[src/rtl/lsa_pkg.sv]
package lsa_pkg;
  localparam int LANE_W     = 8;
  localparam int WORD_BYTES = 4;
  localparam int WORD_W     = LANE_W * WORD_BYTES;
  localparam int OFS_W      = $clog2(WORD_BYTES);

  typedef enum logic [1:0] {
    SZ_BYTE = 2'b00,
    SZ_HALF = 2'b01,
    SZ_WORD = 2'b10,
    SZ_RSVD = 2'b11
  } acc_size_e;

  // context kept for an outstanding load
  typedef struct packed {
    acc_size_e        size;
    logic             sign_ext;
    logic             big_end;
    logic [OFS_W-1:0] ofs;
  } ld_ctx_t;
endpackage

[src/rtl/lsa_misalign_chk.sv]
module lsa_misalign_chk
  import lsa_pkg::*;
(
  input  acc_size_e        size,
  input  logic [OFS_W-1:0] ofs,
  output logic             bad
);
  always_comb begin
    unique case (size)
      SZ_BYTE: bad = 1'b0;
      SZ_HALF: bad = ofs[0];
      SZ_WORD: bad = |ofs;
      default: bad = 1'b1;
    endcase
  end
endmodule

[src/rtl/lsa_lane_map.sv]
module lsa_lane_map
  import lsa_pkg::*;
(
  input  acc_size_e         size,
  input  logic [OFS_W-1:0]  ofs,
  input  logic              big_end,
  input  logic [WORD_W-1:0] wdata,
  output logic [WORD_BYTES-1:0] be,
  output logic [WORD_W-1:0] lanes
);
  logic [OFS_W-1:0] byte_lane;
  logic             half_lane;

  // big-endian numbering mirrors the lane index
  assign byte_lane = ofs ^ {OFS_W{big_end}};
  assign half_lane = ofs[1] ^ big_end;

  for (genvar i = 0; i < WORD_BYTES; i++) begin : g_lane
    localparam logic [OFS_W-1:0] LI = i;
    always_comb begin
      unique case (size)
        SZ_BYTE: begin
          be[i]                  = (LI == byte_lane);
          lanes[i*LANE_W +: LANE_W] = wdata[LANE_W-1:0];
        end
        SZ_HALF: begin
          be[i]                  = (LI[1] == half_lane);
          lanes[i*LANE_W +: LANE_W] = wdata[LI[0]*LANE_W +: LANE_W];
        end
        SZ_WORD: begin
          be[i]                  = 1'b1;
          lanes[i*LANE_W +: LANE_W] = wdata[i*LANE_W +: LANE_W];
        end
        default: begin
          be[i]                  = 1'b0;
          lanes[i*LANE_W +: LANE_W] = '0;
        end
      endcase
    end
  end
endmodule

[src/rtl/lsa_load_extract.sv]
module lsa_load_extract
  import lsa_pkg::*;
(
  input  ld_ctx_t           ctx,
  input  logic [WORD_W-1:0] rdata,
  output logic [WORD_W-1:0] result
);
  logic [OFS_W-1:0]    byte_lane;
  logic                half_lane;
  logic [LANE_W-1:0]   byte_v;
  logic [2*LANE_W-1:0] half_v;

  assign byte_lane = ctx.ofs ^ {OFS_W{ctx.big_end}};
  assign half_lane = ctx.ofs[1] ^ ctx.big_end;
  assign byte_v    = rdata[{byte_lane, 3'b000} +: LANE_W];
  assign half_v    = rdata[{half_lane, 4'b0000} +: 2*LANE_W];

  always_comb begin
    unique case (ctx.size)
      SZ_BYTE: result = {{(WORD_W-LANE_W){ctx.sign_ext & byte_v[LANE_W-1]}}, byte_v};
      SZ_HALF: result = {{(WORD_W-2*LANE_W){ctx.sign_ext & half_v[2*LANE_W-1]}}, half_v};
      default: result = rdata;
    endcase
  end
endmodule

[src/rtl/endian_ls_aligner.sv]
module endian_ls_aligner
  import lsa_pkg::*;
#(
  parameter int ADDR_W = 32
) (
  input  logic              clk,
  input  logic              rst_n,
  input  logic              big_endian,
  input  logic              req_valid,
  output logic              req_ready,
  input  logic              req_write,
  input  logic [1:0]        req_size,
  input  logic              req_signed,
  input  logic [ADDR_W-1:0] req_addr,
  input  logic [31:0]       req_wdata,
  output logic              mem_valid,
  input  logic              mem_ready,
  output logic              mem_write,
  output logic [ADDR_W-1:0] mem_addr,
  output logic [3:0]        mem_be,
  output logic [31:0]       mem_wdata,
  input  logic              mem_rvalid,
  input  logic [31:0]       mem_rdata,
  output logic              ld_valid,
  output logic [31:0]       ld_data,
  output logic              misalign
);
  acc_size_e             size_in;
  logic                  bad;
  logic                  accept;
  logic [WORD_BYTES-1:0] st_be;
  logic [WORD_W-1:0]     st_lanes;
  logic [WORD_W-1:0]     ld_ext;

  logic                  mem_valid_q, mem_write_q, pend_q, ld_valid_q, misalign_q;
  logic [ADDR_W-1:0]     mem_addr_q;
  logic [WORD_BYTES-1:0] mem_be_q;
  logic [WORD_W-1:0]     mem_wdata_q, ld_data_q;
  ld_ctx_t               ctx_q;

  assign size_in   = acc_size_e'(req_size);
  assign req_ready = (!mem_valid_q || mem_ready) && !pend_q;
  assign accept    = req_valid && req_ready;

  lsa_misalign_chk u_chk (
    .size (size_in),
    .ofs  (req_addr[OFS_W-1:0]),
    .bad  (bad)
  );

  lsa_lane_map u_map (
    .size    (size_in),
    .ofs     (req_addr[OFS_W-1:0]),
    .big_end (big_endian),
    .wdata   (req_wdata),
    .be      (st_be),
    .lanes   (st_lanes)
  );

  lsa_load_extract u_ext (
    .ctx    (ctx_q),
    .rdata  (mem_rdata),
    .result (ld_ext)
  );

  always_ff @(posedge clk or negedge rst_n) begin
    if (!rst_n) begin
      mem_valid_q <= 1'b0;
      mem_write_q <= 1'b0;
      mem_addr_q  <= '0;
      mem_be_q    <= '0;
      mem_wdata_q <= '0;
      pend_q      <= 1'b0;
      ctx_q       <= '0;
      ld_valid_q  <= 1'b0;
      ld_data_q   <= '0;
      misalign_q  <= 1'b0;
    end else begin
      misalign_q <= accept && bad;
      if (mem_valid_q && mem_ready) mem_valid_q <= 1'b0;
      if (accept && !bad) begin
        mem_valid_q <= 1'b1;
        mem_write_q <= req_write;
        mem_addr_q  <= {req_addr[ADDR_W-1:OFS_W], {OFS_W{1'b0}}};
        mem_be_q    <= req_write ? st_be : {WORD_BYTES{1'b1}};
        mem_wdata_q <= req_write ? st_lanes : '0;
        if (!req_write) begin
          pend_q <= 1'b1;
          ctx_q  <= '{size: size_in, sign_ext: req_signed,
                      big_end: big_endian, ofs: req_addr[OFS_W-1:0]};
        end
      end
      ld_valid_q <= 1'b0;
      if (pend_q && mem_rvalid) begin
        pend_q     <= 1'b0;
        ld_valid_q <= 1'b1;
        ld_data_q  <= ld_ext;
      end
    end
  end

  assign mem_valid = mem_valid_q;
  assign mem_write = mem_write_q;
  assign mem_addr  = mem_addr_q;
  assign mem_be    = mem_be_q;
  assign mem_wdata = mem_wdata_q;
  assign ld_valid  = ld_valid_q;
  assign ld_data   = ld_data_q;
  assign misalign  = misalign_q;
endmodule

[config.mk]
export PLATFORM = sky130hd
export DESIGN_NAME = endian_ls_aligner
export DESIGN_NICKNAME = d
export VERILOG_FILES = /design/src/rtl/lsa_pkg.sv /design/src/rtl/lsa_misalign_chk.sv /design/src/rtl/lsa_lane_map.sv /design/src/rtl/lsa_load_extract.sv /design/src/rtl/endian_ls_aligner.sv
export SDC_FILE = /design/constraint.sdc
export NUM_CORES = 1
export LEC_CHECK = 0
export ABC_AREA = 1
export ABC_CLOCK_PERIOD_IN_PS = 2000
export BUFFER_PORTS_ARGS = -buffer_cell sky130_fd_sc_hd__buf_4
export CORE_AREA = 10 10 117 119
export CTS_CLUSTER_DIAMETER = 30
export DETAILED_ROUTE_END_ITERATION = 8
export DIE_AREA = 0 0 127 129
export GPL_TIMING_DRIVEN = 0
export PLACE_DENSITY_LB_ADDON = 0.25
export SLEW_MARGIN = 20
export SYNTH_ARGS = -nofsm -noshare
export SYNTH_HDL_FRONTEND = slang
export SYNTH_SLANG_ARGS = --single-unit
[constraint.sdc]
create_clock -name clk -period 2 [get_ports clk]
set_clock_uncertainty 0.15 [all_clocks]
set_input_delay 0.4 -clock clk [delete_from_list [all_inputs] [get_ports clk]]
set_output_delay 0.4 -clock clk [all_outputs]
set_load 0.005 [all_outputs]
# [Word-level counts from Yosys, hierarchy flattened]
# Cells that the tools add are included.
# Widths: inputs -> output; s select.
[word_totals] regBits=109 latchBits=0 ram_bits=0 mem_bits_ro=0 inputBits=106 out_inout_bits=105 word_cells=69 memories=0
[op_classes] add_sub_neg=0 mul=0 n_div=0 order_cmp=0 eq_ne=7 shift=2 n_mux=18 bitwise_logic=8 reduce_logical=21
[op_table] operator="$pmux 32 s2" count=1
[op_table] operator="$mux 32" count=1
[op_table] operator="$pmux 8 s2" count=2
[op_table] operator="$shiftx 32x6->16" count=1
[op_table] operator="$shiftx 32x6->8" count=1
[op_table] operator="$pmux 8 s3" count=1
[op_table] operator="$pmux 1 s3" count=5
[op_table] operator="$mux 8" count=1
[op_table] operator="$logic_and 1x1->1" count=6
[op_table] operator="$logic_not 2->1" count=3
[op_table] operator="$mux 1" count=6
[op_table] operator="$reduce_or 2->1" count=3
[op_table] operator="$eq 2x1->1 const B" count=2
[op_table] operator="$eq 2x2->1 const A" count=2
[op_table] operator="$mux 4" count=1
[op_table] operator="$reduce_and 2->1" count=2
[op_table] operator="$reduce_bool 2->1" count=2
[op_table] operator="$xor 2x2->2" count=2
[op_table] operator="$logic_not 1->1" count=3
[op_table] operator="$reduce_or 3->1" count=1
[op_table] operator="$and 1x1->1" count=2
[op_table] operator="$eq 1x2->1 const A" count=1
[op_table] operator="$eq 2x2->1 const B" count=1
[op_table] operator="$ne 2x1->1 const B" count=1
[op_table] operator="3 further kinds" count=5

# [Longest topological paths before layout]
# Gate-level depths: netlist of run 1.
[logic_depth] depth_word=7 mapped_depth=12

# [Hierarchy]
# From an unflattened synthesis of run 1, not the netlist that was laid out.
[hier_totals] cells_unflattened=781 area_unflattened_um2=5701.7
[modules_own_cells] mod="endian_ls_aligner" instances=1 cells_per_inst=464 area_each_um2=4219.0 seq_area_each_um2=2727.6
[modules_own_cells] mod="lsa_load_extract" instances=1 cells_per_inst=160 area_each_um2=763.2 seq_area_each_um2=0.0
[modules_own_cells] mod="lsa_lane_map" instances=1 cells_per_inst=154 area_each_um2=705.7 seq_area_each_um2=0.0
[modules_own_cells] mod="lsa_misalign_chk" instances=1 cells_per_inst=3 area_each_um2=13.8 seq_area_each_um2=0.0

# [Least setup slack after synthesis of run 1]
# OpenSTA, ideal clock, no wires.
[synth_path] path_type="input port to flip-flop" from="in req_size[0]" to="reg ctx_q[5] in the netlist's numbering" t_arrival_ps=1546 path_slack_ps=182 cell_stages=11 path_buffers=2 cell_sequence="inv_1 > ha_1 > buf_2 > o21a_1 > nor2_4 > nand2_2 > nor2_4 > buf_6 > nand2_4 > nand2_1 > o21ai_1"
[synth_via] elab_chain_len=5 elab_cells_between_ends=7
[synth_rtl] item="start: declaration" line_no="endian_ls_aligner.sv:12" rtl="input logic [1:0] req_size,"
[synth_rtl] item="$eq 2x2->1 (tied with other cells)" line_no="lsa_misalign_chk.sv:9" rtl="unique case (size)"
[synth_rtl] item="$pmux 1 s3 *" line_no="lsa_misalign_chk.sv:9"
[synth_rtl] item="$logic_not 1->1 *" line_no="endian_ls_aligner.sv:81" rtl="if (accept && !bad) begin"
[synth_rtl] item="$logic_and 1x1->1 *" line_no="endian_ls_aligner.sv:81"
[synth_rtl] item="$reduce_and 2->1 (no line) *"
[synth_rtl] item="end signal: assignment" line_no="endian_ls_aligner.sv:89" rtl="ctx_q <= '{size: size_in, sign_ext: req_signed,"
[synth_rtl] item="end: declaration" line_no="endian_ls_aligner.sv:39" rtl="ld_ctx_t ctx_q;"
# Every way passes the cells marked *; elsewhere a longest branch is shown, timed or not.
# A chain may end at the register's enable or synchronous reset.

# [Worst setup path in the final report of run 1]
[layout_path] from="in req_size[1]" to="reg mem_wdata_q[24], in the netlist mem_wdata[24]"
[layout_via] elab_chain_len=4 elab_cells_between_ends=8
[layout_rtl] item="$eq 2x2->1 (tied with other cells)" line_no="lsa_misalign_chk.sv:9, lsa_lane_map.sv:21"
[layout_rtl] item="$pmux 1 s3" line_no="lsa_misalign_chk.sv:9"
[layout_rtl] item="$logic_not 1->1" line_no="endian_ls_aligner.sv:81"
[layout_rtl] item="$logic_and 1x1->1" line_no="endian_ls_aligner.sv:81"
[layout_rtl] item="end signal: assignment" line_no="endian_ls_aligner.sv:86" rtl="mem_wdata_q <= req_write ? st_lanes : '0;"
[layout_rtl] item="end: declaration" line_no="endian_ls_aligner.sv:38" rtl="logic [WORD_W-1:0] mem_wdata_q, ld_data_q;"
# Parallel ways exist; a longest one is shown, timed or not.

==> summary.txt, run 1 <==
Place
  • Dpl hpwl: between 10 and 15 mm
  • PortBufs: approximately 210
  • # placed instances: 1049
  • GP Congestion: 0.925
  • Placed Area: ~7400 sq um

Global route
  • Gr usage total: 0.206
  • Initial antenna violation count: 0
  • Vias in the first global route: ~5300
  • First-pass GRT wire length: 27.2 mm
  • Final global-route overflow total: 0
  • Pin count of the biggest net entering global routing: 110

Setup path
  • Top Family by Delay on Critical Path: buffers and inverters
  • Critical path class: in -> reg
  • Slowest cell on the critical path: buf_6
  • Reg2Reg Setup Slack: approximately 0.27 ns
  • Worst reg2reg path depth: 8
  • Reg2reg start: ctx_q[4]
  • CP Buf/Inv Count: 5
  • Worst stage delay on the critical path: 0.20 ns
  • CP Cell Sequence: buf_4, inv_1, ha_1, buf_2, nand2_1, inv_1, nor2_4, nand2_2, nor2_4, nand2_2, buf_6, o21ai_2
  • CP startpoint kind: primary input
  • Crit path DAT: 1.96 ns
  • Max FO, Critical Path: 10
  • Reg2Reg Capture Point: ld_data[25]
  • WP data required: 2.13 ns
  • Setup crit end kind: flop

Clock network
  • Clock Path Buffers: 2
  • H-Tree Depth: 3
  • CTS buffer count: 9
  • CTS Hold Buffers Added: 0
  • Post-CTS Setup Bufs: 0
  • Clock Sinks: roughly 110
  • Root Buffer: clkbuf_16
  • Post-CTS sizing: 0
  • TritonCTS clock tree: built
  • Worst skew pair latency: approximately 0.35 ns
  • Clock-pin slew on the worst setup and hold paths: roughly 0.070 ns

Yosys
  • Syn Inst Count: 697
  • Async S/R FF share, synth: 1.00
  • Yosys top cell area share: 0.486
  • Seq/Total Area, Yosys: 0.486
  • #FFs+latches synth: 109
  • Cell area after synthesis: 5610 sq um
  • Yosys top cell by area: dfrtp_1
  • Post-synth top flop: dfrtp_1
  • Number of flops mapped to enable cells by yosys: 0
  • Synth warnings: 0
  • Synth cell types: 34
  • Syn avg cell area: just over 8 sq um
  • Top post-synthesis cells by area: dfrtp_1 49%, nand2_1 18%, a21oi_1 4.8%

Routing
  • DRC: 0
  • DRT Pass-1 Iters: 5
  • Antenna-violating nets left: 0
  • DRT Wirelength: 17.4 mm
  • Vias per inst: roughly 5.0
  • 1st-iter DRT viols: roughly 330
  • Drt wl/cell: 16.3 microns
  • DR vias: 5307

Timing
  • Setup-failing EPs final: 0
  • Final Cycle Share: 0.911
  • Measured slew at the worst slew-check pin: approximately 1.0 ns
  • Worst rel slew slack: 0.336
  • RSZ-0062 raised after global routing: false
  • Final hold slack: 0.00970 ns
  • Minimum clock period: between 1.5 and 2 ns
  • Setup TNS: 0 ns
  • Final Hold Vio Count: 0
  • Max Clk Rate: 0.549 GHz
  • Max Transition Viols Final: 0

Worst hold path
  • Worst hold path class: in -> async

Floorplan
  • Die Height: 129 microns
  • Io pins: 211
  • Die W: 127 microns
  • Die area: roughly 16000 sq um
  • Placement Rows: 39
  • Area of the core: 11300 sq um
  • Starting density of the core: 0.496

Pwr
  • Pwr Density: around 1400 nW/um^2
  • Peak VDD IR: ~1 mV
  • Leak Pwr: roughly 0.0042 uW

Job
  • Max-cap viol count: 0

Finish
  • Ant diodes: 0
  • Layout overhead on the synthesized area: 36.3%
  • Most frequent cells in the layout: 270 x nand2_1, 211 x buf_4, 109 x dfrtp_1, 57 x inv_1, 54 x a21oi_1
  • Post-Route Utilization: 0.675
  • Register Area: between 2000 and 3000 sq um
  • Final #Nets: roughly 1000
  • Cell Count, Final, Fillers Out: 1065
  • Final instance area: roughly 7600 sq um
  • Multi-input logic area: 2400 sq um
  • Most common cell after layout, fill and taps aside: nand2_1
  • Fillers: 1003
  • Share of layout cells above drive strength 1: 0.319

Status
  • Status: finished clean
==> power breakdown <==
group          total, uW  internal, uW  switching, uW
Clock               1750           922            825
Combinational       4940          2320           2620
Sequential          3720          3170            553
==> cell type report <==
cell class                      instances  share of cell area
Buffer                                 37              0.0344
Clock buffer                           12              0.0336
Clock inverter                          4             0.00393
Inverter                               60              0.0295
Multi-Input combinational cell        492               0.314
Sequential cell                       109               0.357
Tap cell                              143              0.0234
Timing Repair Buffer                  208               0.205
==> how the worst max path moves through the flow <==
stage,start,to,slack (ns),depth (start not counted)
3_5_place_dp,req_size[0],mem_wdata[31],-0.18,11
6_report,req_size[1],mem_wdata[24],0.18,12
4_1_cts,req_size[0],mem_wdata[31],0.18,11
2_1_floorplan,req_size[0],ctx_q[5],0.18,11
3_3_place_gp,req_size[1],mem_wdata[23],-0.18,12
5_1_grt,req_size[1],mem_wdata[23],0.06,12
==> synth_stat cells, types with 2 or more instances <==
master,count
a21oi_1,54
a21oi_2,4
a21oi_4,7
a22o_1,2
a32oi_1,7
buf_1,2
buf_2,8
buf_4,4
buf_6,11
clkbuf_1,11
dfrtp_1,109
ha_1,6
inv_1,57
inv_2,2
nand2_1,270
nand2_2,7
nand2_4,2
nand3_1,35
nor2_1,34
nor2_2,2
nor2_4,2
o21ai_0,28
o21ai_1,3
o21ai_2,19
xnor2_1,2
==> through the flow <==
step / setup WS, ns / total power (uW)
2_1_floorplan: 0.182 / 6330
3_3_place_gp: -0.181 / 8620
3_5_place_dp: -0.182 / 8750
4_1_cts: 0.182 / 10500
5_1_grt: 0.0633 / 11200
6_report: 0.178 / 10400
==> layer usage <==
layer  GRT usage  routed length [microns]  share of wire  up-vias
li1            -                        -              -     2639
met1       0.233                     6740           0.39     2450
met2       0.347                     8590           0.49      193
met3      0.0809                     1730          0.099       25
met4      0.0730                      334          0.019        0
met5           0                        0              0        -
==> registers in the layout, summed over array words and instances (netlist names) <==
name	count
ctx_q	6
ld_data	32
ld_valid	1
mem_addr	30
mem_be	4
mem_valid	1
mem_wdata	32
mem_write	1
misalign	1
pend_q	1
==> logic make-up after synthesis <==
group,synth area share
other,0.000668
and+or+nand+nor,0.258
DFF,0.486
xor gates and xnor gates,0.00468
buffers and inverters,0.0870
AOI/OAI and AO/OA,0.150
adders and majority gates,0.0134
==> worst reg2reg max path, delay by kind of cell, from the launching register on <==
family,cells,cell delay [ns]
flip-flops,1,0.41
AND/OR/NAND/NOR,4,0.41
AO/OA/AOI/OAI,2,0.38
buffers and inverters,2,0.31
(Power assumes the default switching activity.)
==> inputs of run 2 (changes only) <==
--- a/config.mk
+++ b/config.mk
@@ -8,10 +8,10 @@
 export ABC_AREA = 1
 export ABC_CLOCK_PERIOD_IN_PS = 2000
 export BUFFER_PORTS_ARGS = -buffer_cell sky130_fd_sc_hd__buf_4
-export CORE_AREA = 10 10 117 119
+export CORE_AREA = 10 10 108 130
 export CTS_CLUSTER_DIAMETER = 30
 export DETAILED_ROUTE_END_ITERATION = 8
-export DIE_AREA = 0 0 127 129
+export DIE_AREA = 0 0 118 140
 export GPL_TIMING_DRIVEN = 0
 export PLACE_DENSITY_LB_ADDON = 0.25
 export SLEW_MARGIN = 20
==> summary.txt, run 2 (synthesis gave the netlist of run 1 again) <==
Global route
  • Pin count of the biggest net entering global routing: 110 (unchanged)
  • Gr usage total: 0.203 (-0.00285)
  • Initial antenna violation count: 0 (unchanged)
  • Final global-route overflow total: 0 (unchanged)
  • Vias in the first global route: 5307 (-0.75%)
  • First-pass GRT wire length: 27.2 mm (about the same)

Timing
  • Setup TNS: 0 ns (unchanged)
  • Final Cycle Share: 0.918 (+0.00658)
  • RSZ-0062 raised after global routing: false
  • Final Hold Vio Count: 1 (+1)
  • Minimum clock period: 1.84 ns (+0.0132 ns)
  • Measured slew at the worst slew-check pin: 0.982 ns (-0.0149 ns)
  • Max Clk Rate: 0.545 GHz (-0.72%)
  • Final hold slack: -0.00176 ns (-0.0115 ns)
  • Max Transition Viols Final: 0 (unchanged)
  • Setup-failing EPs final: 0 (unchanged)
  • Worst rel slew slack: 0.346 (+0.00995)

Clock network
  • CTS Hold Buffers Added: 0 (unchanged)
  • Post-CTS Setup Bufs: 0 (unchanged)
  • CTS buffer count: 9 (unchanged)
  • Root Buffer: clkbuf_16
  • Clock-pin slew on the worst setup and hold paths: 0.08 ns (about the same)
  • Post-CTS sizing: 0 (unchanged)
  • Clock Path Buffers: 2 (unchanged)
  • Clock Sinks: 109 (unchanged)
  • Worst skew pair latency: 0.35 ns (about the same)
  • TritonCTS clock tree: built
  • H-Tree Depth: 3 (unchanged)

Routing
  • 1st-iter DRT viols: 423 (+27%)
  • DRT Wirelength: 17.4 mm (about the same)
  • Vias per inst: 4.95 (-0.61%)
  • DRT Pass-1 Iters: 5 (unchanged)
  • DR vias: 5344 (+0.70%)
  • Antenna-violating nets left: 0 (unchanged)
  • DRC: 0 (unchanged)
  • Drt wl/cell: 16.1 microns (-1.3%)

Pwr
  • Leak Pwr: 0.00419 uW (+0.45%)
  • Tot Pwr: 10600 uW (+2.3%)
  • Peak VDD IR: 0.722 mV (-27%)
  • Pwr Density: 1380 nW/um^2 (+1.5%)

Finish
  • Most common cell after layout, fill and taps aside: nand2_1
  • Ant diodes: 0 (unchanged)
  • Layout overhead on the synthesized area: 37.4%
  • Most frequent cells in the layout: 270 x nand2_1, 211 x buf_4, 109 x dfrtp_1, 57 x inv_1, 54 x a21oi_1
  • Share of layout cells above drive strength 1: 0.320 (+0.00108)
  • Final instance area: 7710 sq um (+0.80%)
  • Final #Nets: 1029 (unchanged)

Setup path
  • Reg2Reg Capture Point: ld_data[27]
  • Setup crit end kind: flop
  • Slowest cell on the critical path: ha_1
  • Crit path DAT: 1.97 ns (about the same)
  • Max FO, Critical Path: 10 (unchanged)
  • Worst reg2reg path depth: 7 (-1)
  • Worst stage delay on the critical path: 0.20 ns (about the same)
  • CP Cell Sequence: buf_4, inv_1, ha_1, buf_2, nand2_1, inv_1, nor2_4, nand2_2, nor2_4, nand2_2, buf_6, o21ai_2
  • Reg2Reg Setup Slack: 0.26 ns (about the same)
  • CP startpoint kind: primary input
  • Critical path class: in -> reg
  • WP data required: 2.13 ns (about the same)
  • Reg2reg start: ctx_q[5]

Floorplan
  • Starting density of the core: 0.492 (-0.00370)
  • Die Height: 140 microns (+8.5%)
  • Placement Rows: 43 (+10%)
  • Area of the core: 11400 sq um (+0.75%)
  • Die area: 16500 sq um (+0.84%)
  • Die W: 118 microns (-7.1%)
  • Io pins: 211 (unchanged)

Status
  • Status: finished with violations
  • Failing checks: negative hold slack

Place
  • GP Congestion: 0.902 (-2.5%)
  • Placed Area: 7380 sq um (+0.24%)
  • Dpl hpwl: 13.5 mm (-0.20%)
  • PortBufs: 208 (unchanged)

Worst hold path
  • Worst hold path class: in -> async

Job
  • Max-cap viol count: 0 (unchanged)
==> run 2: cell types whose count changed in the layout (fill, tap and decap cells not counted) <==
cell	delta
clkinv_4	+1
clkbuf_1	-1
inv_8	+1
clkbuf_8	-2
bufinv_16	+2
clkinv_2	-1
==> run 2: through the flow <==
| step | setup slack (ns) | cells | utilization |
|---|---|---|---|
| 6_report | 0.165 | 1079 | 0.676 |
| 5_1_grt | 0.0459 | 1079 | 0.676 |
| 2_1_floorplan | 0.182 | 698 | - |
| 4_1_cts | 0.173 | 1079 | 0.676 |
| 3_3_place_gp | -0.138 | 1063 | 0.646 |
| 3_5_place_dp | -0.183 | 1063 | 0.647 |
==> run 2: area by class of cell <==
type / count / area [sq um]
plain buffers: 37 / 263
repair buffers: 208 / 1570
inverters: 60 / 225
clock buffers: 9 / 225
fillers: 1021 / 3700
clock inverters: 7 / 105
well taps: 157 / 196
multi-input cells: 492 / 2400
flip-flops and latches: 109 / 2730
==> run 2: worst max-delay path by stage <==
stage / start / to / slack (ns) / cells after the start
global placement: req_size[1] / mem_wdata[22] / -0.14 / 12
finish: req_size[1] / mem_wdata[17] / 0.16 / 12
floorplan: req_size[0] / ctx_q[5] / 0.18 / 11
global route: req_size[1] / mem_wdata[5] / 0.05 / 12
CTS: req_size[1] / mem_wdata[17] / 0.17 / 12
detailed placement: req_size[1] / mem_wdata[17] / -0.18 / 12
==> run 2: critical path, delay by kind of cell <==
kind	cells	cell delay, ns
buffers and inverters	5	0.65
AND/OR/NAND/NOR	5	0.60
adder cells (fa/ha/maj)	1	0.20
AO/OA/AOI/OAI	1	0.11
==> run 2: routing by layer <==
metal	global-route usage	routed length [microns]
met1	0.228	6770
met2	0.363	9090
met3	0.0511	1200
met4	0.0763	335
met5	0	0
==> run 2: power by group <==
part | switching [uW] | internal (uW) | leakage, uW | total (uW)
Sequential | 544 | 3160 | 0.00136 | 3710
Combinational | 2630 | 2320 | 0.00267 | 4940
Clock | 876 | 1120 | 0.000159 | 2000
==> inputs of run 3 (changes only) <==
--- a/config.mk
+++ b/config.mk
@@ -8,10 +8,10 @@
 export ABC_AREA = 1
 export ABC_CLOCK_PERIOD_IN_PS = 2000
 export BUFFER_PORTS_ARGS = -buffer_cell sky130_fd_sc_hd__buf_4
-export CORE_AREA = 10 10 108 130
+export CORE_AREA = 10 10 132 159
 export CTS_CLUSTER_DIAMETER = 30
 export DETAILED_ROUTE_END_ITERATION = 8
-export DIE_AREA = 0 0 118 140
+export DIE_AREA = 0 0 142 169
 export GPL_TIMING_DRIVEN = 0
 export PLACE_DENSITY_LB_ADDON = 0.25
 export SLEW_MARGIN = 20
==> summary.txt, run 3 (synthesis gave the netlist of run 1 again) <==
Status
  • Status: finished clean

Finish
  • Share of layout cells above drive strength 1: 0.322 (+0.00186)
  • Most frequent cells in the layout: 270 x nand2_1, 213 x buf_4, 109 x dfrtp_1, 57 x inv_1, 54 x a21oi_1
  • Most common cell after layout, fill and taps aside: nand2_1
  • Cell Count, Final, Fillers Out: 1150 (+6.6%)
  • Layout overhead on the synthesized area: 39.6%
  • Final #Nets: 1033 (+0.39%)
  • Ant diodes: 0 (unchanged)
  • Post-Route Utilization: 0.439 (-0.237)

Place
  • # placed instances: 1131 (+6.4%)
  • Dpl hpwl: 14.9 mm (+10%)
  • GP Congestion: 0.879 (-2.5%)
  • Pre-CTS setup slack: -0.227 ns (-0.0441 ns)
  • PortBufs: 208 (unchanged)

Routing
  • Antenna-violating nets left: 0 (unchanged)
  • DRT Wirelength: 19.2 mm (+10%)
  • Drt wl/cell: 16.7 microns (+3.3%)
  • DR vias: 5289 (-1.0%)
  • Vias per inst: 4.60 (-7.1%)
  • 1st-iter DRT viols: 211 (-50%)
  • DRC: 0 (unchanged)
  • DRT Pass-1 Iters: 4 (-1)

Pwr
  • Switching Power: 4140 uW (+2.4%)
  • Peak VDD IR: 0.509 mV (-29%)
  • Sequential share of power: 0.347 (about the same)
  • Power share of the combinational group: 0.469 (+0.005)
  • Clk pwr share: 0.184 (-0.003)
  • Leak Pwr: 0.00421 uW (+0.46%)
  • Pint: 6550 uW (-0.73%)
  • Switch share: 0.387 (+0.00746)
  • Pwr Density: 1370 nW/um^2 (-1.1%)

Floorplan
  • Die W: 142 microns (+20%)
  • Die Height: 169 microns (+21%)
  • Io pins: 211 (unchanged)
  • Die area: 24000 sq um (+45%)
  • Starting density of the core: 0.315 (-0.177)
  • Placement Rows: 54 (+26%)
  • Area of the core: 17800 sq um (+56%)

Setup path
  • Crit path DAT: 1.97 ns (about the same)
  • Worst reg2reg path depth: 10 (+3)
  • Critical path class: in -> reg
  • WP data required: 2.14 ns (about the same)
  • CP startpoint kind: primary input
  • Setup crit end kind: flop
  • Max FO, Critical Path: 10 (unchanged)

Timing
  • Max Transition Viols Final: 0 (unchanged)
  • Measured slew at the worst slew-check pin: 0.575 ns (-0.406 ns)
  • Final Hold Vio Count: 0 (-1)
  • Minimum clock period: 1.82 ns (-0.0105 ns)
  • Final hold slack: 0.0847 ns (+0.0864 ns)
  • Worst rel slew slack: 0.616 (+0.271)
  • Fin worst setup slack: 0.175 ns (+0.0105 ns)
  • Setup-failing EPs final: 0 (unchanged)
  • Max Clk Rate: 0.548 GHz (+0.58%)
  • RSZ-0062 raised after global routing: false
  • Final Cycle Share: 0.912 (-0.00525)

Global route
  • Initial antenna violation count: 0 (unchanged)
  • Pin count of the biggest net entering global routing: 71 (-35%)
  • Final global-route overflow total: 0 (unchanged)
  • Vias in the first global route: 5505 (+3.7%)
  • First-pass GRT wire length: 30.4 mm (+12%)
  • Gr usage total: 0.158 (-0.0453)

Clock network
  • H-Tree Depth: 3 (unchanged)
  • Post-CTS sizing: 0 (unchanged)
  • Root Buffer: clkbuf_16
  • Clock Sinks: 109 (unchanged)
  • Worst skew pair latency: 0.35 ns (about the same)
  • CTS buffer count: 9 (unchanged)
  • Clock-pin slew on the worst setup and hold paths: 0.08 ns (about the same)
  • TritonCTS clock tree: built
  • Clock Path Buffers: 2 (unchanged)

Job
  • Max-cap viol count: 0 (unchanged)

Worst hold path
  • Worst hold path class: in -> reg
  • Worst Hold Path Cells: 2
run 3: changes by cell type in the layout (fill, tap and decap cells not counted), sizes merged:
| cell | previous run | this run |
|---|---|---|
| clkinv | 2 | 1 |
| dlygate4sd3 | 0 | 1 |
| buf | 234 | 237 |
| clkbuf | 20 | 21 |
| clkinvlp | 1 | 2 |
| bufinv | 2 | 1 |
run 3: worst max-delay path, cell delays in order:
cell      delay, ns
buf_4          0.12
inv_1          0.14
ha_1           0.33
inv_1          0.18
clkbuf_1       0.25
o21ai_0        0.38
nand2_1        0.09
nand2_1        0.07
run 3: layout make-up:
type / count / area [sq um]
Timing Repair Buffer: 212 / 1620
Fill cell: 1870 / 10000
Sequential cell: 109 / 2730
Clock buffer: 10 / 239
Inverter: 60 / 225
Buffer: 37 / 263
Tap cell: 224 / 280
Clock inverter: 6 / 78.8
Multi-Input combinational cell: 492 / 2400
run 3: timing repair:
item,in CTS,in global routing
hold endpoints to repair,39,0
hold buffers,1,0
setup buffers,0,2
setup endpoints to repair,0,1
run 3: per-layer routing:
metal	wire [microns]	global-route usage
met3	1860	0.0613
met1	7740	0.186
met4	276	0.0476
met2	9280	0.258
met5	0	0
run 3: final timing paths:
| kind | from | end | slack, ns |
|---|---|---|---|
| max | req_size[0] | mem_wdata[12] | 0.18 |
| min | mem_ready | mem_valid | 0.08 |
| max reg2reg | ctx_q[2] | ld_data[13] | 0.25 |
| min reg2reg | mem_addr[27] | mem_addr[27] | 0.33 |
| max in group asynchronous | rst_n | ld_data[2] | 0.62 |
| min in group asynchronous | rst_n | ld_data[24] | 0.37 |
run 3: stage by stage:
stage / total power (uW) / TNS, ns / instance area (sq um)
2_1_floorplan: 6330 / 0 / 5610
3_3_place_gp: 8750 / -9.91 / 7460
3_5_place_dp: 8830 / -11.20 / 7490
4_1_cts: 10800 / 0 / 7820
5_1_grt: 11600 / 0 / 7830
6_report: 10700 / 0 / 7830
run 3: power by group through the flow:
stage               clock, uW  combinational (uW)  sequential [uW]
finish                   1970                5010             3720
global placement            0                5030             3720
global route             2120                5650             3850
CTS                      2030                5090             3720
detailed placement          0                5080             3750
floorplan                   0                2560             3770
